$ cat src/rtl/usr_pkg.sv
package usr_pkg;

    typedef enum logic [1:0] {
        MODE_LOAD = 2'b00,
        MODE_UP   = 2'b01,
        MODE_DOWN = 2'b10,
        MODE_KEEP = 2'b11
    } shift_mode_e;

endpackage

$ cat src/rtl/usr_mode_decode.sv
module usr_mode_decode
    import usr_pkg::*;
(
    input  logic [1:0]  sel,
    output shift_mode_e mode
);

    always_comb begin
        case (sel)
            2'b00:   mode = MODE_LOAD;
            2'b01:   mode = MODE_UP;
            2'b10:   mode = MODE_DOWN;
            default: mode = MODE_KEEP;
        endcase
    end

endmodule

$ cat src/rtl/usr_bit_cell.sv
module usr_bit_cell
    import usr_pkg::*;
(
    input  logic        clk,
    input  logic        rst,
    input  shift_mode_e mode,
    input  logic        par,
    input  logic        from_lo,
    input  logic        from_hi,
    output logic        q
);

    logic q_next;

    always_comb begin
        unique case (mode)
            MODE_LOAD: q_next = par;
            MODE_UP:   q_next = from_lo;
            MODE_DOWN: q_next = from_hi;
            MODE_KEEP: q_next = q;
            default:   q_next = q;
        endcase
    end

    always_ff @(posedge clk) begin
        if (rst) begin
            q <= 1'b0;
        end else begin
            q <= q_next;
        end
    end

endmodule

$ cat src/rtl/usr_shift_reg.sv
module usr_shift_reg
    import usr_pkg::*;
#(
    parameter int WIDTH = 8
) (
    input  logic             clk,
    input  logic             rst,
    input  logic [1:0]       sel,
    input  logic [WIDTH-1:0] par_in,
    input  logic             ser_lo,
    input  logic             ser_hi,
    output logic [WIDTH-1:0] q
);

    localparam int TOP = WIDTH - 1;

    shift_mode_e      mode;
    logic [WIDTH-1:0] bits;
    logic [WIDTH-1:0] feed_lo;
    logic [WIDTH-1:0] feed_hi;

    usr_mode_decode u_decode (
        .sel  (sel),
        .mode (mode)
    );

    for (genvar i = 0; i < WIDTH; i++) begin : g_cell
        if (i == 0) begin : g_lo_end
            assign feed_lo[i] = ser_lo;
        end else begin : g_lo_mid
            assign feed_lo[i] = bits[i-1];
        end

        if (i == TOP) begin : g_hi_end
            assign feed_hi[i] = ser_hi;
        end else begin : g_hi_mid
            assign feed_hi[i] = bits[i+1];
        end

        usr_bit_cell u_cell (
            .clk     (clk),
            .rst     (rst),
            .mode    (mode),
            .par     (par_in[i]),
            .from_lo (feed_lo[i]),
            .from_hi (feed_hi[i]),
            .q       (bits[i])
        );
    end

    assign q = bits;

endmodule

$ cat config.mk
export PLATFORM = sky130hd
export DESIGN_NAME = usr_shift_reg
export DESIGN_NICKNAME = d
export VERILOG_FILES = /design/src/rtl/usr_pkg.sv /design/src/rtl/usr_mode_decode.sv /design/src/rtl/usr_bit_cell.sv /design/src/rtl/usr_shift_reg.sv
export SDC_FILE = /design/constraint.sdc
export NUM_CORES = 1
export LEC_CHECK = 0
export ABC_CLOCK_PERIOD_IN_PS = 2300
export BUFFER_PORTS_ARGS = -buffer_cell sky130_fd_sc_hd__buf_4
export CELL_PAD_IN_SITES_DETAIL_PLACEMENT = 1
export CELL_PAD_IN_SITES_GLOBAL_PLACEMENT = 1
export CORE_MARGIN = 1
export CORE_UTILIZATION = 35
export DETAILED_ROUTE_END_ITERATION = 10
export GPL_ROUTABILITY_DRIVEN = 0
export PLACE_DENSITY = 0.87
export SLEW_MARGIN = 15
export SYNTH_ARGS = -nofsm -noshare
export SYNTH_HDL_FRONTEND = slang
export SYNTH_SLANG_ARGS = --single-unit
$ cat constraint.sdc
create_clock -name clk -period 2.3 [get_ports clk]
set_clock_uncertainty 0.1 [all_clocks]
set_input_delay 0.345 -clock clk [delete_from_list [all_inputs] [get_ports clk]]
set_output_delay 0.345 -clock clk [all_outputs]
set_load 0.01 [all_outputs]
==> results of run 1 <==
where the power goes:
group	switching (W)	internal, W
combinational	0.0000504	0.0000619
sequential	0.0000141	0.000152
clock	0.0000499	0.0000599
metrics by stage:
| step | util [%] | total power, W |
|---|---|---|
| 6_report | 44.8 | 0.000388 |
| 5_1_grt | 44.8 | 0.000412 |
| 4_1_cts | 44.8 | 0.000393 |
| 3_5_place_dp | 43.3 | 0.000281 |
| 3_3_place_gp | 43.3 | 0.000278 |
| 2_1_floorplan | - | 0.000253 |
cell families after synthesis:
family	after synthesis
buf+inv	24
fa+ha+maj	3
flops	8
compound gates	24
simple gates	8
area by class of cell:
| cell class | count | area [sq um] |
|---|---|---|
| flip-flops and latches | 8 | 160 |
| inverters | 10 | 37.5 |
| multi-input cells | 35 | 277 |
| repair buffers | 21 | 158 |
| clock buffers | 3 | 22.5 |
| well taps | 16 | 20.0 |
| fillers | 182 | 832 |
layout by cell type, fill, tap and decap left out:
| cell type | netlist | routed |
|---|---|---|
| sky130_fd_sc_hd__clkbuf_4 | 0 | 3 |
| sky130_fd_sc_hd__a221oi_2 | 2 | 2 |
| sky130_fd_sc_hd__inv_1 | 10 | 10 |
| sky130_fd_sc_hd__a211o_2 | 5 | 5 |
| sky130_fd_sc_hd__dfxtp_1 | 8 | 8 |
| sky130_fd_sc_hd__nand2_1 | 7 | 7 |
| sky130_fd_sc_hd__a21oi_1 | 8 | 8 |
| sky130_fd_sc_hd__nor3b_1 | 1 | 1 |
| sky130_fd_sc_hd__buf_4 | 8 | 21 |
| sky130_fd_sc_hd__a2111oi_2 | 1 | 1 |
| sky130_fd_sc_hd__a221oi_1 | 5 | 5 |
| sky130_fd_sc_hd__ha_1 | 3 | 3 |
| sky130_fd_sc_hd__a211o_1 | 3 | 3 |
metal layers:
metal  vias to the layer above  wire length (microns)  GRT usage (%)  share of wire (%)
met5                         -                      0              0                  0
met4                         0                     51           15.0                4.1
met3                         4                     58           3.88                4.7
met2                        16                    570           21.2                 46
met1                       248                    549           19.1                 45
li1                        249                      -              -                  -
how the worst max path moves through the flow:
stage            from                  to  depth (start not counted)
2_1_floorplan  sel[0]  g_cell[2].u_cell.q                          5
3_3_place_gp   sel[0]  g_cell[2].u_cell.q                          6
3_5_place_dp   sel[0]  g_cell[2].u_cell.q                          6
4_1_cts        sel[0]  g_cell[2].u_cell.q                          6
5_1_grt        sel[0]  g_cell[7].u_cell.q                          6
6_report       sel[0]  g_cell[2].u_cell.q                          6
critical path, delay by kind of cell:
| family | cells | cell delay [ns] |
|---|---|---|
| buf+inv | 2 | 0.13 |
| fa+ha+maj | 1 | 0.49 |
| compound gates | 3 | 0.60 |
==> reports/summary.md, run 1 <==
The synthesized netlist devotes 5.95% of its cell area to simple gates. For this configuration, the core starts out at a cell density of 37.7%. The H-tree depth reported by CTS is 1, and the count of vias placed by the detailed router is 517. The cell area that synthesis handed to floorplanning was 568 sq um. The count of warnings emitted by yosys was 0; the number of rows created at floorplan was 14. The initial antenna violation count was 0; the area inside the core boundary was 0.00151 sq mm. For this design, the CTS-stage hold fixing added 0 buffers.

The total half-perimeter wirelength after legalization and detailed placement is 872 microns, and the number of instances on the worst hold path is 2. The final cycle utilization of the critical path is 67.8%, and the clock latency at the later pin of the worst-skew pair is 0.26 ns. The number of hold violations in the final report came out at 0. The most area-hungry cell type in the Yosys netlist was sky130_fd_sc_hd__dfxtp_1. Static timing analysis puts the maximum clock frequency at 641 MHz. The cell type of the slowest stage on the worst timing path is sky130_fd_sc_hd__ha_1.

Across the run, the number of max-cap violations was 0. The setup slack at placement was 0.482 ns; the critical-path maximum fanout was 16. CTS saw 8 sinks.

The critical path is of the in -> reg type. Input and output buffers added on the ports amount to 21. The number of different library cells used by synthesis comes to 16. For the number of placed instances with taps included, the log shows 90.

The most common cell in the synthesized netlist is sky130_fd_sc_hd__inv_1. The signal on the critical path passes through buf_4 > inv_1 > ha_1 > a211o_2 > a21oi_1 > a2111oi_2. The die area was 0.00179 sq mm. The number of max-slew violations in the final report was 0; the number of search-and-repair iterations in the first detailed-routing pass was 4. On the final layout, the worst hold slack is 0.220 ns. The number of antenna diodes in the final layout is 0.

The tools report the number of remaining DRC errors as 0. In this run the critical register-to-register path is launched from g_cell[1].u_cell.q. The mean instance size in the synthesized netlist is 8.48 sq um. At the pin with the least slew margin, the transition time is 0.604 ns. In the synthesized netlist, mux cells make up 0% of the area. The tools report the number of global-route vias before repair as 467.

The tools report the post-layout instance area as 674 sq um. After clock tree synthesis, the clock-pin slew on the worst setup and hold paths is 0.06 ns. The end point of the most critical hold path was g_cell[1].u_cell.q. At the worst endpoint, the required time is 2.31 ns. The number of flip-flops under the largest register name is 8.

The count of endpoints failing setup in the final report was 0; the area share of the largest cell type after synthesis was 28.2%. After synthesis, flip-flops and latches occupy 28.2% of the total area. The kind of end point of the critical path was a flop. The adder and majority cell fraction of the synthesized area is 6.61%. g_cell.u_cell.q holds more flip-flops than any other register. The startpoint identified for the worst hold timing path is rst. The data arrival time of the worst path is 1.57 ns, and the die boundary height is 42.3 microns. The number of buffers added for setup after CTS is 0. Ranked by total cell area, the synthesized netlist is headed by sky130_fd_sc_hd__dfxtp_1 (28%), sky130_fd_sc_hd__buf_4 (11%), sky130_fd_sc_hd__a211o_2 (8.8%).

The clock period could shrink to 1.56 ns. The most used flip-flop cell after synthesis is sky130_fd_sc_hd__dfxtp_1. The power density relative to cell area is 575 mW/mm^2, and the count of routing violations after the opening detailed-route iteration is 5. The post-layout instance count excluding filler cells is 93, and the die width is 42.3 microns.

The standby leakage power is 0.331 nW, and the placement-stage cell area is 652 sq um. Synthesis inferred 8 register bits. The synthesized design contains 0 enable-type register cells.

In this run the worst hold path is classified as in -> reg. Synthesis produced 67 cells. Average via count per standard cell: 5.56. Mean routed wirelength per cell: 13.2 microns. For this run, the slowest stage of the critical path takes 0.49 ns.

The tools report the post-layout worst setup margin as 0.740 ns. The first-pass GRT wire length is 1.99 mm. The cell chosen for the clock root is sky130_fd_sc_hd__clkbuf_4. The peak supply drop is 0.000214 V.

STA classifies the critical path startpoint as a primary input. In the final timing run, aggregate negative setup slack is 0 ns. Entering global routing, the biggest net connects 18 pins. The share of the synthesized netlist area taken by xor and xnor gates was 0%. Setup repair after global routing left no endpoint under its margin. The global routing usage summed across all routing layers was 15.5%; the fraction of the mapped netlist area in compound gates was 36.1%. For the post-CTS resize count, the log shows 0. For this run, asynchronously set or reset flops after synthesis account for 0%.

The total CTS buffers was 3; the share of layout cells above drive strength 1 was 41.6%. The worst reg2reg path depth is 3. The tools report the reg-to-reg critical path endpoint as g_cell[0].u_cell.q. TritonCTS built the clock tree.

Headroom to the max-slew limit came out at 59.7%. For this run, the post-layout net count is 96. Deepest clock path buffer count: 2. Pin placement for this block handled 22 I/O pins. By area, the combinational part of the netlist is dominated by compound AO/OA/AOI/OAI gates. The worst-case register-to-register setup slack is 1.17 ns, and the layout overhead on the synthesized area is 18.7%. After global routing the overflow that remains totals 0. The run finished with clean final reports.

The count of nets left with antenna violations once routing finished came out at 0. The final layout contains routed wiring with a total length of 1.23 mm. After synthesis, the most frequently instantiated cells are sky130_fd_sc_hd__inv_1 (10), sky130_fd_sc_hd__a21oi_1 (8), sky130_fd_sc_hd__buf_4 (8), sky130_fd_sc_hd__dfxtp_1 (8), sky130_fd_sc_hd__nand2_1 (7).

In the final layout, the registers with the most flip-flops are g_cell.u_cell.q (8). Counting every net in the synthesized netlist gives 84.
Power figures use the tool's default switching activity.
==> run 2, diff against run 1 <==
--- a/config.mk
+++ b/config.mk
@@ -5,15 +5,15 @@
 export SDC_FILE = /design/constraint.sdc
 export NUM_CORES = 1
 export LEC_CHECK = 0
-export ABC_CLOCK_PERIOD_IN_PS = 2300
+export ABC_CLOCK_PERIOD_IN_PS = 1500
 export BUFFER_PORTS_ARGS = -buffer_cell sky130_fd_sc_hd__buf_4
 export CELL_PAD_IN_SITES_DETAIL_PLACEMENT = 1
 export CELL_PAD_IN_SITES_GLOBAL_PLACEMENT = 1
 export CORE_MARGIN = 1
-export CORE_UTILIZATION = 35
+export CORE_UTILIZATION = 33
 export DETAILED_ROUTE_END_ITERATION = 10
 export GPL_ROUTABILITY_DRIVEN = 0
-export PLACE_DENSITY = 0.87
+export PLACE_DENSITY = 0.83
 export SLEW_MARGIN = 15
 export SYNTH_ARGS = -nofsm -noshare
 export SYNTH_HDL_FRONTEND = slang
==> constraint.sdc (replaced) <==
create_clock -name clk -period 1.5 [get_ports clk]
set_clock_uncertainty 0.1 [all_clocks]
set_input_delay 0.225 -clock clk [delete_from_list [all_inputs] [get_ports clk]]
set_output_delay 0.225 -clock clk [all_outputs]
set_load 0.01 [all_outputs]
==> run 2 against run 1 <==
The flow now finishes with violations (design-rule violations). Largest power group unchanged. Non-clock buffer count up 7. Cell count rose by 7.5%. Via count increased by 4.4%. Global-route usage is 0.97 points lower. Combinational power is 71% higher.
==> reports/summary.md, run 2 (synthesis results as in run 1) <==
The flow ran to the end, but the final reports show violations. The checks that failed: design-rule violations. The count of input and output buffers works out to 21 (unchanged). For the number of max-slew violations in the final report, the log shows 0 (unchanged). Type of the worst min-delay path: in -> reg. For the number of hold violations in the final report, the log shows 0 (unchanged). The classification of the worst setup path is in -> reg. The cell sitting at the root of the clock tree is a sky130_fd_sc_hd__clkbuf_4.

The run gives 1 (unchanged) as the H-tree depth reported by CTS. The number of rows created at floorplan is 14 (unchanged), and the final critical path time including I/O delays and setup is 1.33 ns. The largest registers in the layout are g_cell.u_cell.q (8). The tools report the standby leakage power as 0.365 nW (+10%).

The tools report the initial antenna violation count as 0 (unchanged). The logs give 3 (unchanged) for the total CTS buffers and 0.105 ns (-0.115 ns) for the worst hold slack. The logs give 540 (+4.4%) for the count of vias placed by the detailed router and 2.04 mm (+2.8%) for the first-pass GRT wire length. The clock-pin transition on the worst setup and hold timing paths was 0.06 ns (about the same). The kind of cell with the highest combined delay along the critical path is adder cells.

The most prevalent standard cell on the critical path is sky130_fd_sc_hd__buf_4. The setup TNS was 0 ns (unchanged). The die width is 43.5 microns (+2.8%), and the residual overflow from global routing is 0 (unchanged). The clock latency at the later pin of the worst-skew pair came out at 0.25 ns (about the same). The total power draw was 0.000613 W (+58%).

The data arrival time of the worst path is 1.41 ns (-0.16 ns). Transition time at the pin with the least slew margin: 0.340 ns (-0.264 ns). STA classifies the critical path endpoint as a flop.

The buffering stage count on the worst path with inverters included came out at 2 (unchanged). For the count of routing violations after the opening detailed-route iteration, the log shows 15 (+10). The sort of element at the start of the critical path is a primary input.

The tools report the total half-perimeter wirelength after legalization and detailed placement as 997 microns (+14%). Number of global-route vias before repair: 493 (+5.6%). The critical-path maximum fanout works out to 10 (-6). Walking the worst path, the cells encountered are buf_4 > ha_1 > buf_4 > a221oi_2 > a211o_1 > a21oi_1.

The deepest clock path buffer count was 2 (unchanged). The logs give 0 (unchanged) for the diode insertion count for antenna repair and 7 (+3) for the number of search-and-repair iterations in the first detailed-routing pass. Timing would allow up to 753 MHz. The average via count per standard cell came out at 5.40 (-2.9%).

The total I/O pin count is 22 (unchanged), and the TritonCTS sink count is 8 (unchanged). The mean routed wirelength per cell came out at 12.9 microns (-2.2%). On the critical path, the stage with the largest delay is an instance of sky130_fd_sc_hd__ha_1. Number of flip-flops under the largest register name: 8 (unchanged). The logs give 0.00189 sq mm (+5.8%) for the die area and 0.000262 V (+22%) for the peak supply drop. The tools report the tightest slew margin relative to the limit as 77.4% (+18 points). The routed wire length is 1.29 mm (+5.1%), and the initial core utilization is 36.4% (-1.3 points). In the layout the commonest cells are sky130_fd_sc_hd__buf_4 (28), sky130_fd_sc_hd__inv_1 (10), sky130_fd_sc_hd__a21oi_1 (8), sky130_fd_sc_hd__dfxtp_1 (8), sky130_fd_sc_hd__nand2_1 (7).

TritonCTS built the clock tree. The tools report the critical path data required time as 1.58 ns (-0.73 ns). The logs give 103 (+7.3%) for the final net count and 0.00156 sq mm (+3.5%) for the area inside the core boundary.

The post-detailed-route count of antenna-violating nets came out at 0 (unchanged). The delay of the slowest cell on the worst path is 0.46 ns (-0.03 ns). Number of max-cap violations: 0 (unchanged).

The post-cts hold buffer count was 0 (unchanged). The top register by number of flip-flops is g_cell.u_cell.q. The number of remaining DRC errors is 4 (+4). For the post-CTS resize count, the log shows 0 (unchanged). Leaving out fill and tap cells, the most frequent cell in the layout is sky130_fd_sc_hd__buf_4.

The final cycle utilization of the critical path works out to 88.5%. The die boundary height was 43.5 microns (+2.8%); the count of endpoints failing setup in the final report was 0 (unchanged). The power density relative to cell area is 843 mW/mm^2 (+47%), and the global routing usage summed across all routing layers is 14.5% (-0.97 points). The layout overhead on the synthesized area came out at 28.0%. The number of buffers added for setup after CTS was 0 (unchanged). The share of layout cells above drive strength 1 came out at 46.4% (+4.9 points). Setup repair after global routing left no endpoint under its margin. The tools report the maximum number of pins on one net before global-route repair as 11 (-7).
[run 2: cell count changes in the layout (fill, tap and decap cells not counted), sizes merged]
cell / change
buf: +7
[run 2: final cells by class]
cell class              instances  area (sq um)
clock buffers                   3          22.5
fillers                       188           832
inverters                      10          37.5
multi-input cells              35           277
flip-flops and latches          8           160
well taps                      16          20.0
repair buffers                 28           210
[run 2: power breakdown]
group / switching (W) / total [W] / internal, W
Sequential: 0.0000234 / 0.000256 / 0.000233
Combinational: 0.0000796 / 0.000192 / 0.000112
Clock: 0.0000738 / 0.000165 / 0.0000916
Total: 0.000177 / 0.000613 / 0.000436
[run 2: worst paths after layout]
check,cells after the start,slack (ns),startpoint,to
setup / recovery,6,0.17,sel[1],g_cell[3].u_cell.q
hold / removal,2,0.10,rst,g_cell[4].u_cell.q
setup reg to reg,3,0.38,g_cell[4].u_cell.q,g_cell[5].u_cell.q
hold reg to reg,2,0.40,g_cell[0].u_cell.q,g_cell[0].u_cell.q
[run 2: layer usage]
metal  global-route usage [%]  part of all wire, %  vias to the layer above
li1                         -                    -                      264
met1                     18.6                   45                      253
met2                     23.3                   48                       19
met3                     1.25                  4.6                        4
met4                     9.38                  1.9                        0
met5                        0                    0                        -
[run 2: through the flow]
| step | cells | cell area, sq um | worst slack, ns | util, % |
|---|---|---|---|---|
| detailed placement | 97 | 704 | -0.0791 | 45.2 |
| finish | 100 | 727 | 0.172 | 46.6 |
| floorplan | 67 | 568 | 0.145 | - |
| CTS | 100 | 727 | 0.174 | 46.6 |
| global route | 100 | 727 | 0.101 | 46.6 |
| global placement | 97 | 704 | -0.0385 | 45.2 |
